### config.mk
export PLATFORM = sky130hd
export DESIGN_NAME = pla_array
export DESIGN_NICKNAME = d
export VERILOG_FILES = /design/src/rtl/pla_pkg.sv /design/src/rtl/pla_cfg_chain.sv /design/src/rtl/pla_literals.sv /design/src/rtl/pla_and_plane.sv /design/src/rtl/pla_or_plane.sv /design/src/rtl/pla_array.sv
export SDC_FILE = /design/constraint.sdc
export NUM_CORES = 1
export LEC_CHECK = 0
export ABC_CLOCK_PERIOD_IN_PS = 1400
export BUFFER_PORTS_ARGS = -buffer_cell sky130_fd_sc_hd__buf_2
export CORE_UTILIZATION = 30
export DETAILED_ROUTE_END_ITERATION = 16
export PLACE_DENSITY_LB_ADDON = 0.3
export SLEW_MARGIN = 5
export SYNTH_ARGS = -nofsm -noshare
export SYNTH_HDL_FRONTEND = slang
export SYNTH_HIERARCHICAL = 1
export SYNTH_SLANG_ARGS = --single-unit
### constraint.sdc
create_clock -name clk -period 1.4 [get_ports clk]
set_input_delay 0 -clock clk [delete_from_list [all_inputs] [get_ports clk]]
set_output_delay 0 -clock clk [all_outputs]
set_load 0.02 [all_outputs]
### src/rtl/pla_pkg.sv
`timescale 1ns/1ps
package pla_pkg;

  // Width of one AND-plane row: true and complement literal per input
  function automatic int row_width(input int n_in);
    return 2 * n_in;
  endfunction

  function automatic int and_plane_bits(input int n_in, input int n_term);
    return n_term * row_width(n_in);
  endfunction

  function automatic int or_plane_bits(input int n_term, input int n_out);
    return n_out * n_term;
  endfunction

  function automatic int total_bits(input int n_in, input int n_term, input int n_out);
    return and_plane_bits(n_in, n_term) + or_plane_bits(n_term, n_out);
  endfunction

  // Chain index of a literal crosspoint; inv selects the complement column
  function automatic int and_index(input int n_in, input int term, input int inp, input bit inv);
    return term * row_width(n_in) + 2 * inp + int'(inv);
  endfunction

  // Chain index of an OR-plane crosspoint
  function automatic int or_index(input int n_in, input int n_term, input int outp, input int term);
    return and_plane_bits(n_in, n_term) + outp * n_term + term;
  endfunction

endpackage

### src/rtl/pla_cfg_chain.sv
`timescale 1ns/1ps
module pla_cfg_chain #(
  parameter int BITS = 80
) (
  input  logic            clk,
  input  logic            rst_n,
  input  logic            shift_en,
  input  logic            ser_in,
  output logic            ser_out,
  output logic [BITS-1:0] bits
);

  logic [BITS-1:0] chain_q;

  // New bit enters at the top; index 0 leaves first
  always_ff @(posedge clk or negedge rst_n) begin
    if (!rst_n) begin
      chain_q <= '0;
    end else if (shift_en) begin
      chain_q <= {ser_in, chain_q[BITS-1:1]};
    end
  end

  assign bits    = chain_q;
  assign ser_out = chain_q[0];

endmodule

### src/rtl/pla_literals.sv
`timescale 1ns/1ps
module pla_literals #(
  parameter int N_IN = 4
) (
  input  logic [N_IN-1:0]   din,
  output logic [2*N_IN-1:0] lit
);

  for (genvar i = 0; i < N_IN; i++) begin : g_lit
    assign lit[2*i]     = din[i];
    assign lit[2*i + 1] = ~din[i];
  end

endmodule

### src/rtl/pla_and_plane.sv
`timescale 1ns/1ps
module pla_and_plane #(
  parameter int N_IN   = 4,
  parameter int N_TERM = 8
) (
  input  logic [2*N_IN-1:0]        lit,
  input  logic [N_TERM*2*N_IN-1:0] plane,
  output logic [N_TERM-1:0]        term
);

  localparam int W = pla_pkg::row_width(N_IN);

  for (genvar t = 0; t < N_TERM; t++) begin : g_term
    logic [W-1:0] row;
    assign row = plane[t*W +: W];
    // A removed crosspoint contributes a 1 to the product
    assign term[t] = &(~row | lit);
  end

endmodule

### src/rtl/pla_or_plane.sv
`timescale 1ns/1ps
module pla_or_plane #(
  parameter int N_TERM = 8,
  parameter int N_OUT  = 2
) (
  input  logic [N_TERM-1:0]       term,
  input  logic [N_OUT*N_TERM-1:0] plane,
  input  logic                    hold,
  output logic [N_OUT-1:0]        dout
);

  for (genvar o = 0; o < N_OUT; o++) begin : g_out
    logic [N_TERM-1:0] sel;
    assign sel     = plane[o*N_TERM +: N_TERM];
    assign dout[o] = (|(sel & term)) & ~hold;
  end

endmodule

### src/rtl/pla_array.sv
`timescale 1ns/1ps
module pla_array #(
  parameter int N_IN   = 4,
  parameter int N_TERM = 8,
  parameter int N_OUT  = 2
) (
  input  logic             clk,
  input  logic             rst_n,
  input  logic             cfg_en,
  input  logic             cfg_di,
  output logic             cfg_do,
  input  logic [N_IN-1:0]  din,
  output logic [N_OUT-1:0] dout
);

  localparam int AND_BITS = pla_pkg::and_plane_bits(N_IN, N_TERM);
  localparam int OR_BITS  = pla_pkg::or_plane_bits(N_TERM, N_OUT);
  localparam int CFG_BITS = AND_BITS + OR_BITS;

  logic [CFG_BITS-1:0] cfg_bits;
  logic [2*N_IN-1:0]   lit_vec;
  logic [N_TERM-1:0]   term_vec;

  pla_cfg_chain #(.BITS(CFG_BITS)) u_chain (
    .clk     (clk),
    .rst_n   (rst_n),
    .shift_en(cfg_en),
    .ser_in  (cfg_di),
    .ser_out (cfg_do),
    .bits    (cfg_bits)
  );

  pla_literals #(.N_IN(N_IN)) u_lit (
    .din(din),
    .lit(lit_vec)
  );

  pla_and_plane #(.N_IN(N_IN), .N_TERM(N_TERM)) u_and (
    .lit  (lit_vec),
    .plane(cfg_bits[AND_BITS-1:0]),
    .term (term_vec)
  );

  pla_or_plane #(.N_TERM(N_TERM), .N_OUT(N_OUT)) u_or (
    .term (term_vec),
    .plane(cfg_bits[CFG_BITS-1:AND_BITS]),
    .hold (cfg_en),
    .dout (dout)
  );

endmodule

Yosys cells after proc, flatten, opt, wreduce, memory -nomap -nowiden
Cells that the tools add are included.

ROM bits: 0. Flip-flop bits (word level): 80. Bits of input ports: 8. Memories: 0. Bits in latches: 0. Logic and storage cells: 36. RAM bits: 0.

Bitwise gates (word level): 25. Mux-type cells: 0. Div/mod/pow operators: 0. Order comparisons: 0. Equality and inequality tests: 0. Shifts and indexed selects: 0. $add $sub $neg: 0. Reductions and logical operators: 10. $mul: 0.

Operators by type and width (number): $not 8->8 (8); $or 8x8->8 (8); $reduce_and 8->1 (8); $and 8x8->8 (2); $reduce_or 8->1 (2); $not 1->1 (5); $and 1x1->1 (2).

Logic depth before layout (Yosys ltp)
Gate-level depths: netlist (run 1).

Word-level depth: 6. Gate-level depth with buffers: 6.

Cells and area by module
The synthesis (run 1) kept the hierarchy.

Modules (own cells, without submodules): pla_cfg_chain (area each 3382.0 um2, times used 1, cells each 170); pla_and_plane (area each 594.3 um2, times used 1, cells each 112); pla_or_plane (area each 77.6 um2, times used 1, cells each 10); pla_literals (area each 45.0 um2, times used 1, cells each 8).

Least setup slack after synthesis (run 1)
OpenSTA, ideal clock, no wires.

Path type: register to output. From: reg u_chain.chain_q[0], in the netlist u_chain/bits[0]. To: out dout[1]. Required time: 1.400 ns. Path slack: -0.180 ns. Data arrival time: 1.580 ns. Path buffers: 1. Stages on the path, launching flop included: 7. Path through: dfrtp_1 -> buf_4 -> inv_1 -> o22ai_1 -> nor4_2 -> a22oi_1 -> a41oi_1.

Word-level cells in the longest chain between the ends: 6.

RTL lines: start, declared (line pla_cfg_chain.sv:13) `logic [BITS-1:0] chain_q;`; start signal, assigned (line pla_cfg_chain.sv:20) `chain_q <= {ser_in, chain_q[BITS-1:1]};`; $not 8->8 (line pla_and_plane.sv:17) `assign term[t] = &(~row | lit);`; $or 8x8->8 (line pla_and_plane.sv:17); $reduce_and 8->1 (line pla_and_plane.sv:17); net term_vec[0] (line pla_array.sv:22) `logic [N_TERM-1:0] term_vec;`; $and 8x8->8 (line pla_or_plane.sv:15) `assign dout[o] = (|(sel & term)) & ~hold;`; $reduce_or 8->1 (line pla_or_plane.sv:15); $and 1x1->1 (line pla_or_plane.sv:15); end, declared (line pla_array.sv:13) `output logic [N_OUT-1:0] dout`.

The timed path passes the listed nets, and every way through them passes these cells.

Final worst setup path (run 1)
From: reg u_chain.chain_q[9], in the netlist u_chain/bits[9]. To: out dout[1].

The elaborated chain is that of the path after synthesis.

==> implementation parameters, run 1 <==
Parameter                              Value

Timing
  Setup skew after layout    approximately 0.0059 ns
  Transition at the pin with the smallest max-transition slack    0.4456 ns
  Crit share post-route    126.2%
  Final Slew Violations    0
  Slew Limit Headroom    a little over two thirds
  Final hold violations    0
  RSZ-0062 raised after global routing    yes
  Final setup violation count    2
  Shortest period the worst path allows    ~1.8 ns
  Worst hold slack    0.1307 ns
  Highest clock rate    0.5659 GHz
  Min setup slack post-route    -0.3672 ns

Detailed routing
  1st-iter DRT viols    97
  Post-route ant nets    0
  Ratio of routed vias to standard cells    4.367
  Mean routed wirelength per cell    ~15 um
  Drt drc    0
  Total number of vias    between 2000 and 2500
  Total wire length after detailed routing    ~8.5 mm
  Detailed-routing iteration count for the pre-antenna-repair pass    4

Clock tree
  Number of clock sinks    80
  Maximum root-to-sink buffer count    2
  Clock network latency to the later pin of the worst-skew pair    around 0.33 ns
  Clock root buffer    clkbuf_16
  Register clock-pin slew on the reported worst setup and hold paths    roughly 0.060 ns
  TritonCTS clock tree    built
  Number of buffers created by CTS    9
  Number of H-tree levels    3

Power
  Pwr per Cell Area    about 1300 nW/um^2
  Internal power consumption    between 0.005 and 0.006 W
  Net Sw Power    around 0.0018 W
  Leakage power figure    2.587 nW
  Clk network pwr share    between 30% and 40%
  Sw frac    26.51%
  Combinational fraction of design power    between 20% and 30%
  Sequential fraction of design power    42.3%
  Worst vdd rail ir drop    around 0.00084 V

Layout
  Area Overhead vs Synth    28.88%
  Number of antenna cells inserted    0
  Utilization after layout    approximately 40%
  Final nets    approximately 400
  Layout cell share with drive strength beyond 1    roughly 55%
  Final non-filler cell total    ~570
  Max FFs per register    80
  Design area    between 5000 and 6000 um^2
  Leading cell type in the layout, fill and taps excluded    buf_4
  Highest-count cells in the layout ignoring fill and taps    buf_4 (81), mux2_4 (80), dfrtp_1 (80)

Logic synthesis
  Register bit count reported by yosys    80
  Post-synth design cell area    4099 um^2
  Yosys warning total    6
  Number of different library cells in the post-synthesis netlist    13
  Top cells by area in the synthesized netlist    dfrtp_1 (49%), mux2_4 (29%), inv_1 (6.2%), o22ai_1 (4.9%), buf_12 (3.9%)
  Post-Synthesis Net Count    308
  Yosys top cell area share    about 49%
  Mean post-synth cell area    about 14 um^2
  Post-Synthesis Cells    300
  Part of the Yosys area used for sequential elements    roughly half
  Cell type with the largest total area after synthesis    dfrtp_1

Place
  IO Port Bufs    10
  Post-detailed-placement cell area    roughly 4800 um^2
  Number of placed cells counting well taps    around 540
  Routability cong.    roughly 0.75
  Dpl hpwl    between 5 and 6 mm
  DP Worst Slack    -0.1217 ns

Min path
  Worst hold path endpoint    u_chain/bits[76]
  HP Class    in -> reg
  Start point of the worst hold path    cfg_en
  Worst hold path cell count    2

Run status
  Run status    finished, violations left
  Violations in the final reports    setup timing

Setup path
  Length in cells of the worst reg-to-reg path    3
  Chain of cells forming the critical path    inv_2 > o22ai_4 > nor4_4 > a22oi_2 > a41oi_2 > buf_4
  Worst-path maximum fanout    2
  Cell with the biggest individual delay on the critical path    dfrtp_1
  Crit path launch type    flip-flop
  Setup crit end kind    primary output
  Peak per-stage delay on the critical path    slightly below 0.4 ns
  Crit Reg-Reg Endpoint    u_chain/bits[9]
  R2r setup slk    around 0.38 ns
  Beginning of the worst register-to-register path    u_chain/bits[9]
  CP required    roughly 1.4 ns
  Arrival time of data at the critical path endpoint    approximately 1.8 ns
  Path type of the worst setup path    reg -> out

Flow run
  Max cap viols    0

Global route
  Wire length of the first global-routing pass    14.26 mm
  Antenna violations before repair    0
  Via count of the first global-routing pass    between 2000 and 3000
  Maximum number of pins on one net before global-route repair    81
  GRT Residual Overflow    0
  Global router's overall resource usage    between 10% and 20%

Floorplanning
  Std-Cell Core Area    roughly 13000 um^2
  Die span in x    approximately 120 um
  I/O pin count    11
  Std cell rows    42
  Vertical die dimension    roughly 120 um
  Area enclosed by the die boundary    about 14000 um^2
  Effective utilization at floorplan    30.83%
==> final cells by class <==
type                       instances  area [um^2]
timing repair buffer              96        798.3
inverter                          68        255.2
fill                            1259         8013
clock buffer                      11        232.7
multi-input combinational        130         1717
sequential                        80         2002
clock inverter                     5        57.56
tap                              176        220.2
==> metrics by stage <==
stage / setup TNS, ns / power (W)
CTS: -0.8357 / 0.006921
finish: -0.7176 / 0.006962
global route: -0.8983 / 0.007313
detailed placement: -0.2332 / 0.004525
floorplan: -0.004052 / 0.003944
global placement: -0.2448 / 0.004483
==> power groups by stage <==
stage               combinational [W]  sequential (W)  clock [W]
global route                  0.00184         0.00300    0.00248
CTS                           0.00161         0.00294    0.00237
detailed placement            0.00155         0.00298          0
finish                        0.00170         0.00295    0.00232
floorplan                     0.00102         0.00293          0
global placement              0.00152         0.00296          0
==> per-layer routing <==
metal	vias to the layer above	routed length, um	track usage, %
met5	-	0	0
met4	0	124	5.222
met3	9	152	2.059
met2	24	4010	20.83
met1	1261	4237	18.04
li1	1178	-	-
==> Yosys cell counts <==
| master | count |
|---|---|
| buf_12 | 8 |
| nor4_2 | 8 |
| o22ai_1 | 32 |
| a22oi_1 | 8 |
| dfrtp_1 | 80 |
| mux2_4 | 80 |
| buf_2 | 2 |
| a41oi_1 | 2 |
| inv_1 | 68 |
| buf_6 | 3 |
| buf_1 | 1 |
| buf_4 | 6 |
| clkbuf_2 | 2 |
==> timing repair <==
item                                    CTS  global route
resized for setup                         3            21
setup buffers                             4             3
pin swaps                                12            11
endpoints found under the hold margin    81             0
hold buffers                              2             0
endpoints found under the setup margin    2             2
==> worst max path at each step <==
stage / start / cells past startpoint / to
final: u_chain/bits[9] / 6 / dout[1]
after global routing: u_chain/bits[9] / 6 / dout[1]
after CTS: u_chain/bits[6] / 6 / dout[1]
after detailed placement: u_chain/bits[49] / 6 / dout[1]
after global placement: u_chain/bits[17] / 6 / dout[0]
after floorplan: u_chain/bits[0] / 6 / dout[1]
==> worst max-delay path, delay by kind of cell (launching register included) <==
kind | cells | cell delay [ns]
buf+inv | 2 | 0.26
simple gates | 1 | 0.33
compound gates | 3 | 0.46
flops | 1 | 0.39
==> kinds of logic (layout without fill, tap and decap cells) <==
kind of cell,Yosys count,after routing,share of synthesized area [%]
muxes,80,80,29.30
buffers and inverters,90,180,12.64
AOI/OAI and AO/OA,42,42,6.777
and+or+nand+nor,8,8,2.442
DFF,80,80,48.84
Note: power is estimated with default switching activity, not from simulation.
==> run 2, diff against run 1 <==
--- a/config.mk
+++ b/config.mk
@@ -8,5 +8,5 @@
 export ABC_CLOCK_PERIOD_IN_PS = 1400
 export BUFFER_PORTS_ARGS = -buffer_cell sky130_fd_sc_hd__buf_2
-export CORE_UTILIZATION = 30
+export CORE_UTILIZATION = 55
 export DETAILED_ROUTE_END_ITERATION = 16
 export PLACE_DENSITY_LB_ADDON = 0.3
==> constraint.sdc (replaced) <==
create_clock -name clk -period 1.4 [get_ports clk]
set_input_delay 0.14 -clock clk [delete_from_list [all_inputs] [get_ports clk]]
set_output_delay 0.14 -clock clk [all_outputs]
set_load 0.02 [all_outputs]
==> implementation parameters, run 2 (same netlist as run 1, synthesis figures left out) <==
Parameter                              Value

Layout
  Leading cell type in the layout, fill and taps excluded    buf_4
  Number of antenna cells inserted    0
  Area Overhead vs Synth    23.66%
  Highest-count cells in the layout ignoring fill and taps    buf_4 (86), mux2_4 (80), dfrtp_1 (79)
  Final nets    roughly 390
  Design area    5069 um^2
  Layout cell share with drive strength beyond 1    54.22%
  Max FFs per register    80

Global route
  Antenna violations before repair    0
  Global router's overall resource usage    24.75%
  Via count of the first global-routing pass    between 2000 and 3000
  Most heavily used metal layer in global routing    met2
  Met2 usage    38.88%
  Met3 GRT Util    under 10%
  Maximum number of pins on one net before global-route repair    30
  Grt met1 use    roughly a third
  Wire length of the first global-routing pass    14.05 mm
  GRT Residual Overflow    0

Setup path
  Arrival time of data at the critical path endpoint    ~1.9 ns
  Chain of cells forming the critical path    inv_2 > o22ai_2 > nor4_4 > a22oi_1 > a41oi_2 > buf_4
  Crit path launch type    flip-flop
  Path type of the worst setup path    reg -> out
  Setup crit end kind    primary output
  Peak per-stage delay on the critical path    ~0.43 ns
  Worst-path maximum fanout    2
  CP required    ~1.3 ns
  Cell with the biggest individual delay on the critical path    dfrtp_2

Timing
  Worst hold slack    0.02309 ns
  Highest clock rate    around 0.5 GHz
  Shortest period the worst path allows    2.000 ns
  Min setup slack post-route    -0.6003 ns
  Transition at the pin with the smallest max-transition slack    roughly 0.40 ns
  Final setup violation count    2
  Crit share post-route    142.9%
  Slew Limit Headroom    about three quarters
  Final Slew Violations    0
  RSZ-0062 raised after global routing    yes
  Setup skew after layout    approximately 0.008 ns
  Final hold violations    0

Clock tree
  Maximum root-to-sink buffer count    2
  Number of clock sinks    80
  Clock root buffer    clkbuf_8
  Clock network latency to the later pin of the worst-skew pair    between 0.3 and 0.4 ns
  Register clock-pin slew on the reported worst setup and hold paths    ~0.080 ns
  Number of H-tree levels    3
  Number of buffers created by CTS    9
  TritonCTS clock tree    built

Min path
  HP Class    in -> reg

Floorplanning
  Area enclosed by the die boundary    about 7800 um^2
  Effective utilization at floorplan    between 50% and 60%
  Std cell rows    31
  Vertical die dimension    slightly below 90 um
  I/O pin count    11
  Die span in x    about 90 um
  Std-Cell Core Area    about 7000 um^2

Detailed routing
  Total number of vias    around 2600
  Mean routed wirelength per cell    17.53 um
  1st-iter DRT viols    around 210
  Total wire length after detailed routing    between 8 and 9 mm
  Drt drc    0
  Ratio of routed vias to standard cells    5.255
  Detailed-routing iteration count for the pre-antenna-repair pass    4
  Post-route ant nets    0

Place
  Post-detailed-placement cell area    4682 um^2
  Routability cong.    0.8137
  IO Port Bufs    10
  DP Worst Slack    -0.3841 ns
  Dpl hpwl    between 5 and 6 mm

Power
  Internal power consumption    roughly 0.005 W
  Clk network pwr share    between 30% and 40%
  Worst vdd rail ir drop    about 0.0011 V
  Sw frac    about a quarter
  Sequential fraction of design power    44.0%
  Leakage power figure    approximately 2.5 nW
  Pwr per Cell Area    between 1000 and 1500 nW/um^2
  Combinational fraction of design power    a little under a quarter
  Net Sw Power    between 0.0015 and 0.002 W

Run status
  Run status    finished, violations left
  Violations in the final reports    setup timing

Flow run
  Max cap viols    0
==> run 2: changes by cell type in the layout (fill, tap and decap cells not counted), sizes merged <==
cell,change
buf,+2
dlygate4sd3,-1
clkinvlp,+2
clkinv,-3
bufinv,+3
clkbuf,-2
==> run 2: final timing paths <==
path                             startpoint               end  slack (ns)  cells past startpoint
max                         u_chain/bits[0]           dout[0]       -0.60                      6
min                                  cfg_di  u_chain/bits[79]        0.02                      2
max reg2reg                u_chain/bits[41]  u_chain/bits[41]        0.34                      3
min reg2reg                u_chain/bits[68]  u_chain/bits[68]        0.57                      1
max in group asynchronous             rst_n  u_chain/bits[54]        0.62                      3
min in group asynchronous             rst_n  u_chain/bits[42]        0.24                      2
==> run 2: worst max-delay path: cells and delay by family, from the launching register on <==
family | cells | cell delay (ns)
flops | 1 | 0.43
buf+inv | 2 | 0.24
compound gates | 3 | 0.48
simple gates | 1 | 0.36
==> run 2: area by class of cell <==
class	instances	area, um^2
Clock buffer	9	123.9
Clock inverter	7	143.9
Fill cell	516	2146
Inverter	68	255.2
Multi-Input combinational cell	130	1653
Sequential cell	80	2003
Tap cell	99	123.9
Timing Repair Buffer	97	765.7
==> run 2: power by group through the flow <==
| stage | combinational (W) | sequential [W] | clock [W] |
|---|---|---|---|
| 2_1_floorplan | 0.00102 | 0.00293 | 0 |
| 3_3_place_gp | 0.00145 | 0.00300 | 0 |
| 3_5_place_dp | 0.00150 | 0.00301 | 0 |
| 4_1_cts | 0.00152 | 0.00296 | 0.00229 |
| 5_1_grt | 0.00164 | 0.00300 | 0.00238 |
| 6_report | 0.00152 | 0.00296 | 0.00225 |
==> run 2: layer usage <==
metal	share of wire, %	wire length [um]
met3	6.0	519
met1	44	3748
met4	1.5	129
met2	49	4193
met5	0	0
==> run 2: what timing repair did <==
item / in CTS / in global routing
pin swaps: 6 / 8
setup buffers: 3 / 3
setup endpoints to repair: 2 / 2
gates resized for setup: 10 / 5
hold buffers: 1 / 0
hold endpoints to repair: 24 / 0
==> run 2: per-stage QoR <==
step / TNS [ns] / instances / utilization [%] / total power [W]
3_5_place_dp: -0.7071 / 467 / 64.90 / 0.004505
2_1_floorplan: 0 / 300 / - / 0.003944
4_1_cts: -1.187 / 487 / 69.51 / 0.006778
6_report: -1.193 / 490 / 70.26 / 0.006732
5_1_grt: -1.334 / 490 / 70.26 / 0.007025
3_3_place_gp: -0.5999 / 467 / 64.90 / 0.004446
